===== config.mk =====
export PLATFORM = sky130hd
export DESIGN_NAME = lsu_top
export DESIGN_NICKNAME = d
export VERILOG_FILES = /design/src/rtl/lsu_pkg.sv /design/src/rtl/lsu_agen.sv /design/src/rtl/lsu_wb.sv /design/src/rtl/lsu_top.sv
export SDC_FILE = /design/constraint.sdc
export NUM_CORES = 1
export LEC_CHECK = 0
export ABC_AREA = 1
export CAP_MARGIN = 20
export CORE_MARGIN = 5
export CORE_UTILIZATION = 30
export CTS_BUF_LIST = sky130_fd_sc_hd__clkbuf_4
export CTS_CLUSTER_SIZE = 8
export DETAILED_ROUTE_END_ITERATION = 10
export DONT_BUFFER_PORTS = 1
export HOLD_SLACK_MARGIN = 0.05
export PLACE_DENSITY = 0.43
export REMOVE_ABC_BUFFERS = 1
export SLEW_MARGIN = 5
export SYNTH_ARGS = -nofsm -noshare
export SYNTH_HDL_FRONTEND = slang
export SYNTH_SLANG_ARGS = --single-unit

===== constraint.sdc =====
create_clock -name clk -period 6 [get_ports clk]
set_input_delay 0 -clock clk [delete_from_list [all_inputs] [get_ports clk]]
set_output_delay 0 -clock clk [all_outputs]
set_load 0.005 [all_outputs]

===== src/rtl/lsu_pkg.sv =====
package lsu_pkg;

    parameter int DATA_W = 32;
    parameter int IDX_W  = 5;
    parameter int OP_W   = 6;
    parameter int IMM_W  = 16;
    localparam int ALIGN_BITS = $clog2(DATA_W / 8);

    typedef logic [DATA_W-1:0] word_t;
    typedef logic [IDX_W-1:0]  ridx_t;

    typedef enum logic [OP_W-1:0] {
        OPC_LOAD_DISP  = 6'd32,
        OPC_LOAD_INDEX = 6'd33,
        OPC_POP_POST   = 6'd34,
        OPC_STORE_DISP = 6'd36,
        OPC_STORE_INDX = 6'd37,
        OPC_PUSH_PRE   = 6'd38
    } mem_opc_e;

    typedef struct packed {
        logic is_load;
        logic is_store;
        logic use_index;
        logic moves_base;
        logic addr_is_new_base;
    } opc_class_t;

    typedef struct packed {
        logic  valid;
        logic  err;
        logic  load_wr;
        ridx_t load_idx;
        logic  base_wr;
        ridx_t base_idx;
        word_t base_val;
    } stage_t;

    function automatic opc_class_t classify(input logic [OP_W-1:0] op);
        opc_class_t k;
        k = '0;
        case (op)
            OPC_LOAD_DISP:  k.is_load = 1'b1;
            OPC_LOAD_INDEX: begin k.is_load = 1'b1; k.use_index = 1'b1; end
            OPC_POP_POST:   begin k.is_load = 1'b1; k.moves_base = 1'b1; end
            OPC_STORE_DISP: k.is_store = 1'b1;
            OPC_STORE_INDX: begin k.is_store = 1'b1; k.use_index = 1'b1; end
            OPC_PUSH_PRE:   begin
                k.is_store = 1'b1;
                k.moves_base = 1'b1;
                k.addr_is_new_base = 1'b1;
            end
            default: k = '0;
        endcase
        return k;
    endfunction

    function automatic word_t widen_imm(input logic [IMM_W-1:0] imm);
        return word_t'($signed(imm));
    endfunction

endpackage


===== src/rtl/lsu_agen.sv =====
module lsu_agen
    import lsu_pkg::*;
(
    input  logic              req_valid,
    input  logic [OP_W-1:0]   req_op,
    input  ridx_t             idx_a,
    input  ridx_t             idx_b,
    input  ridx_t             idx_c,
    input  word_t             val_a,
    input  word_t             val_b,
    input  word_t             val_c,
    input  logic [IMM_W-1:0]  imm,
    output logic              mem_req,
    output word_t             mem_addr,
    output logic              mem_we,
    output word_t             mem_wdata,
    output stage_t            issue
);

    localparam int N_OPND = 3;

    ridx_t      sel_idx [N_OPND];
    word_t      sel_raw [N_OPND];
    word_t      opnd    [N_OPND];
    opc_class_t cls;
    word_t      disp;
    word_t      moved;
    word_t      eff;
    logic       active;
    logic       misal;

    assign sel_idx[0] = idx_a;
    assign sel_idx[1] = idx_b;
    assign sel_idx[2] = idx_c;
    assign sel_raw[0] = val_a;
    assign sel_raw[1] = val_b;
    assign sel_raw[2] = val_c;

    // register zero is hard-wired to zero on every operand lane
    generate
        for (genvar g = 0; g < N_OPND; g++) begin : g_zero
            assign opnd[g] = (sel_idx[g] == '0) ? '0 : sel_raw[g];
        end
    endgenerate

    always_comb begin
        cls    = classify(req_op);
        disp   = cls.use_index ? opnd[2] : widen_imm(imm);
        moved  = opnd[1] + disp;
        eff    = (cls.moves_base && !cls.addr_is_new_base) ? opnd[1] : moved;
        misal  = |eff[ALIGN_BITS-1:0];
        active = req_valid && (cls.is_load || cls.is_store);

        mem_req   = active && !misal;
        mem_we    = mem_req && cls.is_store;
        mem_addr  = eff;
        mem_wdata = opnd[0];

        issue.valid    = active;
        issue.err      = misal;
        issue.load_wr  = cls.is_load && (idx_a != '0);
        issue.load_idx = idx_a;
        issue.base_wr  = cls.moves_base && (idx_b != '0);
        issue.base_idx = idx_b;
        issue.base_val = moved;
    end

endmodule


===== src/rtl/lsu_wb.sv =====
module lsu_wb
    import lsu_pkg::*;
(
    input  logic   clk,
    input  logic   rst,
    input  stage_t issue,
    input  word_t  rdata,
    output logic   done,
    output logic   err,
    output logic   ld_en,
    output ridx_t  ld_idx,
    output word_t  ld_data,
    output logic   base_en,
    output ridx_t  base_idx,
    output word_t  base_data
);

    stage_t q;
    logic   ok;

    always_ff @(posedge clk) begin
        if (rst) q <= '0;
        else     q <= issue;
    end

    always_comb begin
        ok        = q.valid && !q.err;
        done      = q.valid;
        err       = q.valid && q.err;
        base_en   = ok && q.base_wr;
        base_idx  = q.base_idx;
        base_data = q.base_val;
        // base update is the later write: it wins on a shared target
        ld_en     = ok && q.load_wr && !(base_en && (q.load_idx == q.base_idx));
        ld_idx    = q.load_idx;
        ld_data   = rdata;
    end

endmodule


===== src/rtl/lsu_top.sv =====
module lsu_top
    import lsu_pkg::*;
(
    input  logic              clk,
    input  logic              rst,
    input  logic              req_valid,
    input  logic [OP_W-1:0]   req_op,
    input  logic [IDX_W-1:0]  req_a_idx,
    input  logic [IDX_W-1:0]  req_b_idx,
    input  logic [IDX_W-1:0]  req_c_idx,
    input  logic [DATA_W-1:0] req_a_val,
    input  logic [DATA_W-1:0] req_b_val,
    input  logic [DATA_W-1:0] req_c_val,
    input  logic [IMM_W-1:0]  req_imm,
    output logic              mem_req,
    output logic [DATA_W-1:0] mem_addr,
    output logic              mem_we,
    output logic [DATA_W-1:0] mem_wdata,
    input  logic [DATA_W-1:0] mem_rdata,
    output logic              done,
    output logic              misalign_err,
    output logic              wb_ld_en,
    output logic [IDX_W-1:0]  wb_ld_idx,
    output logic [DATA_W-1:0] wb_ld_data,
    output logic              wb_base_en,
    output logic [IDX_W-1:0]  wb_base_idx,
    output logic [DATA_W-1:0] wb_base_data
);

    stage_t issue;

    lsu_agen u_agen (
        .req_valid (req_valid),
        .req_op    (req_op),
        .idx_a     (req_a_idx),
        .idx_b     (req_b_idx),
        .idx_c     (req_c_idx),
        .val_a     (req_a_val),
        .val_b     (req_b_val),
        .val_c     (req_c_val),
        .imm       (req_imm),
        .mem_req   (mem_req),
        .mem_addr  (mem_addr),
        .mem_we    (mem_we),
        .mem_wdata (mem_wdata),
        .issue     (issue)
    );

    lsu_wb u_wb (
        .clk       (clk),
        .rst       (rst),
        .issue     (issue),
        .rdata     (mem_rdata),
        .done      (done),
        .err       (misalign_err),
        .ld_en     (wb_ld_en),
        .ld_idx    (wb_ld_idx),
        .ld_data   (wb_ld_data),
        .base_en   (wb_base_en),
        .base_idx  (wb_base_idx),
        .base_data (wb_base_data)
    );

endmodule


-- Word level (Yosys, flattened, before mapping)
Index checks and enable logic that the tools add are counted.
- add/subtract/negate cells: 1
- equal/unequal tests: 7
- multiplexer cells: 10
- reductions and logical operators: 27
- operator list (operator ; number):
    $mux 32 ; 5
    $eq 6x6->1 const B ; 6
    $add 32x32->32 ; 1
    $logic_not 5->1 ; 3
    $logic_and 1x1->1 ; 12
    $reduce_bool 5->1 ; 2
    $reduce_or 2->1 ; 3
    $reduce_or 3->1 ; 2
    $eq 5x5->1 ; 1
    $mux 1 ; 5
    $logic_not 1->1 ; 4
    $logic_or 1x1->1 ; 1
- register bits after elaboration: 46
- output and inout port bits: 144
- word-level logic and storage cells: 52

-- Logic depth before layout (Yosys ltp)
- word-level depth: 10
- mapped depth: 19
- gate-level depth less buffers: 18

-- Modules after synthesis
Synthesis repeated with hierarchy kept, for this count alone.
- cells, all modules: 1156
- area total of the unflattened synthesis: 6399.9 um2
- modules (own cells, without submodules) (module ; times used ; cells each ; area an instance (um2) ; seq. area each (um2)):
    lsu_agen ; 1 ; 902 ; 4075.2 ; 0.0
    lsu_wb ; 1 ; 254 ; 2324.7 ; 920.9

-- Worst setup path after synthesis
No wires, ideal clock.
- kind: in2reg
- from: input port req_op[4]
- to: register u_wb.q (netlist bit u_wb.base_data[16])
- library setup time: 0.128 ns
- data arrival time: 1.937 ns
- path slack: 3.936 ns
- stages on the path: 18
- cells stage by stage: inv_1 nand3_1 inv_1 nand2_2 clkbuf_1 nand2_1 nand2_1 ha_1 fa_1 nand3_1 nand3_2 nand2_1 nand2_2 nand2_1 nand2_1 xor2_1 inv_1 nor2_1
- cells in the longest elaborated chain, start to end: 5
- ends and longest elaborated chain (element ; line ; RTL):
    start, declared ; lsu_top.sv:7 ; input logic [OP_W-1:0] req_op,
    $eq 6x6->1 ; lsu_pkg.sv:42 ; case (op)
    $reduce_or 2->1 (no source line) (*) ; n/a ;
    $mux 1 (*) ; lsu_pkg.sv:42 ;
    $mux 32 (*) ; lsu_agen.sv:48 ; disp = cls.use_index ? opnd[2] : widen_imm(imm);
    $add 32x32->32 (*) ; lsu_agen.sv:49 ; moved = opnd[1] + disp;
    end signal, assigned ; lsu_wb.sv:23 ; else q <= issue;
    end, declared ; lsu_wb.sv:18 ; stage_t q;
Every way passes the cells marked *; elsewhere a longest branch is shown, timed or not.
A chain may end at the register's enable or synchronous reset.

-- Final worst setup path
- from: input port req_b_idx[3]
- to: output port mem_addr[16]
- cells in the longest elaborated chain, start to end: 4
- ends and longest elaborated chain (element ; line ; RTL):
    start, declared ; lsu_top.sv:9 ; input logic [IDX_W-1:0] req_b_idx,
    $logic_not 5->1 (*) ; lsu_agen.sv:42 ; assign opnd[g] = (sel_idx[g] == '0) ? '0 : sel_raw[g];
    $mux 32 (*) ; lsu_agen.sv:42 ;
    $add 32x32->32 ; lsu_agen.sv:49 ;
    $mux 32 (*) ; lsu_agen.sv:50 ; eff = (cls.moves_base && !cls.addr_is_new_base) ? opnd[1] : moved;
    end, declared ; lsu_top.sv:16 ; output logic [DATA_W-1:0] mem_addr,
Marks and branches as above.

==> impl_metrics.py <==
metrics = {
    "detailed_routing": {
        "drtIter0Drc": 221,
        "wl_per_cell_um": 16.52,
        "drtPass1Iterations": 4,
        "ant_nets": 0,
        "wl_met3_um": 1293,
        "via_count": 5600,
        "met1Wirelength_um": 9857,
        "drc": 0,
        "top_layer": "met4",
        "viasPerCell": 4.452,
        "met2_length_um": 9431,
        "drt-total-wl_um": 20790,
    },
    "logic_synthesis": {
        "async_reset_ff_share_pct": 0,
        "synth_edf_count": 0,
        "yosys_warnings": 0,
        "synth_flop_cell": "dfxtp_1",
        "ys_seq_area_share_pct": 16.19,
        "synthDistinctLibCells": 31,
        "synthCells": 1043,
        "netlist_area_um2": 5689,
        "syn_avg_cell_area_um2": 5.455,
        "ys_ff_latch": 46,
    },
    "sta": {
        "slew_headroom_pct": 58.75,
        "rsz0062_at_grt": "no",
        "period_share_pct": 49.44,
        "min_period_ps": 2967,
        "tns_ps": 0,
        "timing.fmax_ghz": 0.3371,
        "finalSetupViolations": 0,
        "hold_viol": 0,
        "tightest_slew_ps": 618.1,
        "drv_slew": 0,
    },
    "global_routing": {
        "antenna_found_initial": 1,
        "track_usage_pct": 18.10,
        "grt_max_degree": 47,
        "grt_pass1_vias": 5518,
        "grt_first_pass_wirelength_um": 31080,
        "overflow": 0,
    },
    "floorplanning": {
        "core_area_um2": 18710,
        "row_count": 50,
        "die_w_um": 147.7,
        "die_h_um": 147.7,
        "start_util_pct": 30.41,
        "die_area_um2": 21820,
        "pin_count": 312,
    },
    "cts": {
        "cts_buffers": 5,
        "cts_tree": "done",
        "postCtsSetupRepairBufs": 0,
        "htree_levels": 2,
        "clock_path_buffers": 2,
        "cts_resized": 0,
        "cts.sinks": 46,
        "root_buffer": "clkbuf_4",
    },
    "place": {
        "hpwl_um": 16300,
        "dp.cells": 1182,
        "portBuffers": 0,
        "gp_congestion": 0.8410,
    },
    "hold_path": {
        "hp-class": "input port to primary output",
    },
    "cells_and_area": {
        "fin_nets": 1220,
        "instances_no_fill": 1258,
        "layout_common_cells": "nand2_1 (386), inv_1 (203), nor2_1 (83)",
        "syn2layout_area_growth_pct": 7.126,
        "layout-drive-gt1-share_pct": 5.877,
        "layout_commonest_cell": "nand2_1",
    },
    "worst_setup_path": {
        "critPathMaxStageDelay_ps": 540,
        "cp.arrival_ps": 2970,
        "cp_common_cell": "nand2_1",
        "path_class": "input port to primary output",
        "required_ps": 6000,
        "crit_chain": "dlygate4sd3_1 -> inv_1 -> nand4_1 -> buf_4 -> nand2_1 -> inv_1 -> ha_1 -> fa_1 -> nand3_1 -> nand3_2 -> nand2_1 -> nand2_2 -> nand2_1 -> nand2_1 -> xor2_1 -> nand2_1 -> o21ai_1",
        "cp_max_fo": 33,
        "start_kind": "input port",
        "crit_path_end_kind": "primary output",
        "critPathSlowestCell": "dlygate4sd3_1",
    },
    "power": {
        "p_total_w": 0.001039,
        "p_leak_nw": 3.724,
        "ir_drop_mv": 0.07977,
        "p_per_area_nw_per_um2": 170.5,
    },
    "flow_run": {
        "maxCapViolations": 0,
    },
    "outcome": {
        "status": "complete, no violations",
    },
}
synthesized netlist by cell type, types with 14 or more instances:
library cell	instances	area (um2)
buf_4	74	555.5
nor2_1	84	315.3
clkbuf_1	18	67.56
xnor2_1	14	122.6
ha_1	31	387.9
nand2_2	18	112.6
inv_1	203	762.0
nand3_1	70	350.3
nand2_1	386	1449
a21oi_1	20	100.1
dfxtp_1	46	920.9
path summary, 6_finish.rpt:
kind | depth (start not counted) | startpoint | slack, ps | end
hold / removal | 2 | req_a_val[27] | 80 | mem_wdata[27]
setup / recovery | 17 | req_b_idx[3] | 3030 | mem_addr[16]
cell type report:
cell class	instances	area, um2
timing repair buffer	69	699.4
multi-input combinational	693	3343
tap	234	292.8
inverter	205	769.5
antenna	3	7.507
clock inverter	3	23.77
fill	2149	12610
sequential	46	920.9
clock buffer	5	37.54
report_power, final:
| group | total [W] | switching, W | internal (W) | leakage, nW |
|---|---|---|---|---|
| clock network | 0.000186 | 0.000139 | 0.0000471 | 0.0278 |
| logic | 0.000488 | 0.000311 | 0.000177 | 3.31 |
| registers | 0.000365 | 0.0000231 | 0.000342 | 0.383 |
| total | 0.00104 | 0.000473 | 0.000566 | 3.72 |
what timing repair did:
item,4_1_cts,5_1_grt
hold endpoints to repair,78,0
hold buffers,64,0
endpoints found under the setup margin,0,0
sequential cells by signal, summed over array words and instances (netlist names):
register / cells
u_wb.q: 3
u_wb.base_idx: 5
u_wb.base_data: 32
u_wb.ld_idx: 5
u_wb.done: 1
critical path, delay by kind of cell:
| kind | cells | cell delay [ps] |
|---|---|---|
| fa+ha+maj | 2 | 690 |
| buf+inv | 4 | 970 |
| compound gates | 1 | 190 |
| xor+xnor | 1 | 200 |
| simple gates | 9 | 900 |
metrics by stage:
stage,hold slack (ps),setup WS [ps],utilization [%],instance area [um2]
floorplan,0,3450,-,5031
global placement,0.03458,3389,28.64,5356
detailed placement,0.03458,3442,28.64,5356
CTS,54.16,2997,32.48,6076
global route,87.89,2798,32.57,6092
finish,84.86,3033,32.58,6095
metal layers:
metal	global-route usage (%)	up-vias
met5	0	-
met4	3.355	0
met3	4.077	20
met2	29.50	166
met1	24.75	2427
li1	-	2987
cells by family after synthesis:
kind of cell	synth area share (%)
xor gates and xnor gates	2.617
buffers and inverters	25.09
DFF	16.19
adders and majority gates	7.170
and+or+nand+nor	44.10
AOI/OAI and AO/OA	4.838
Power figures use the tool's default switching activity.
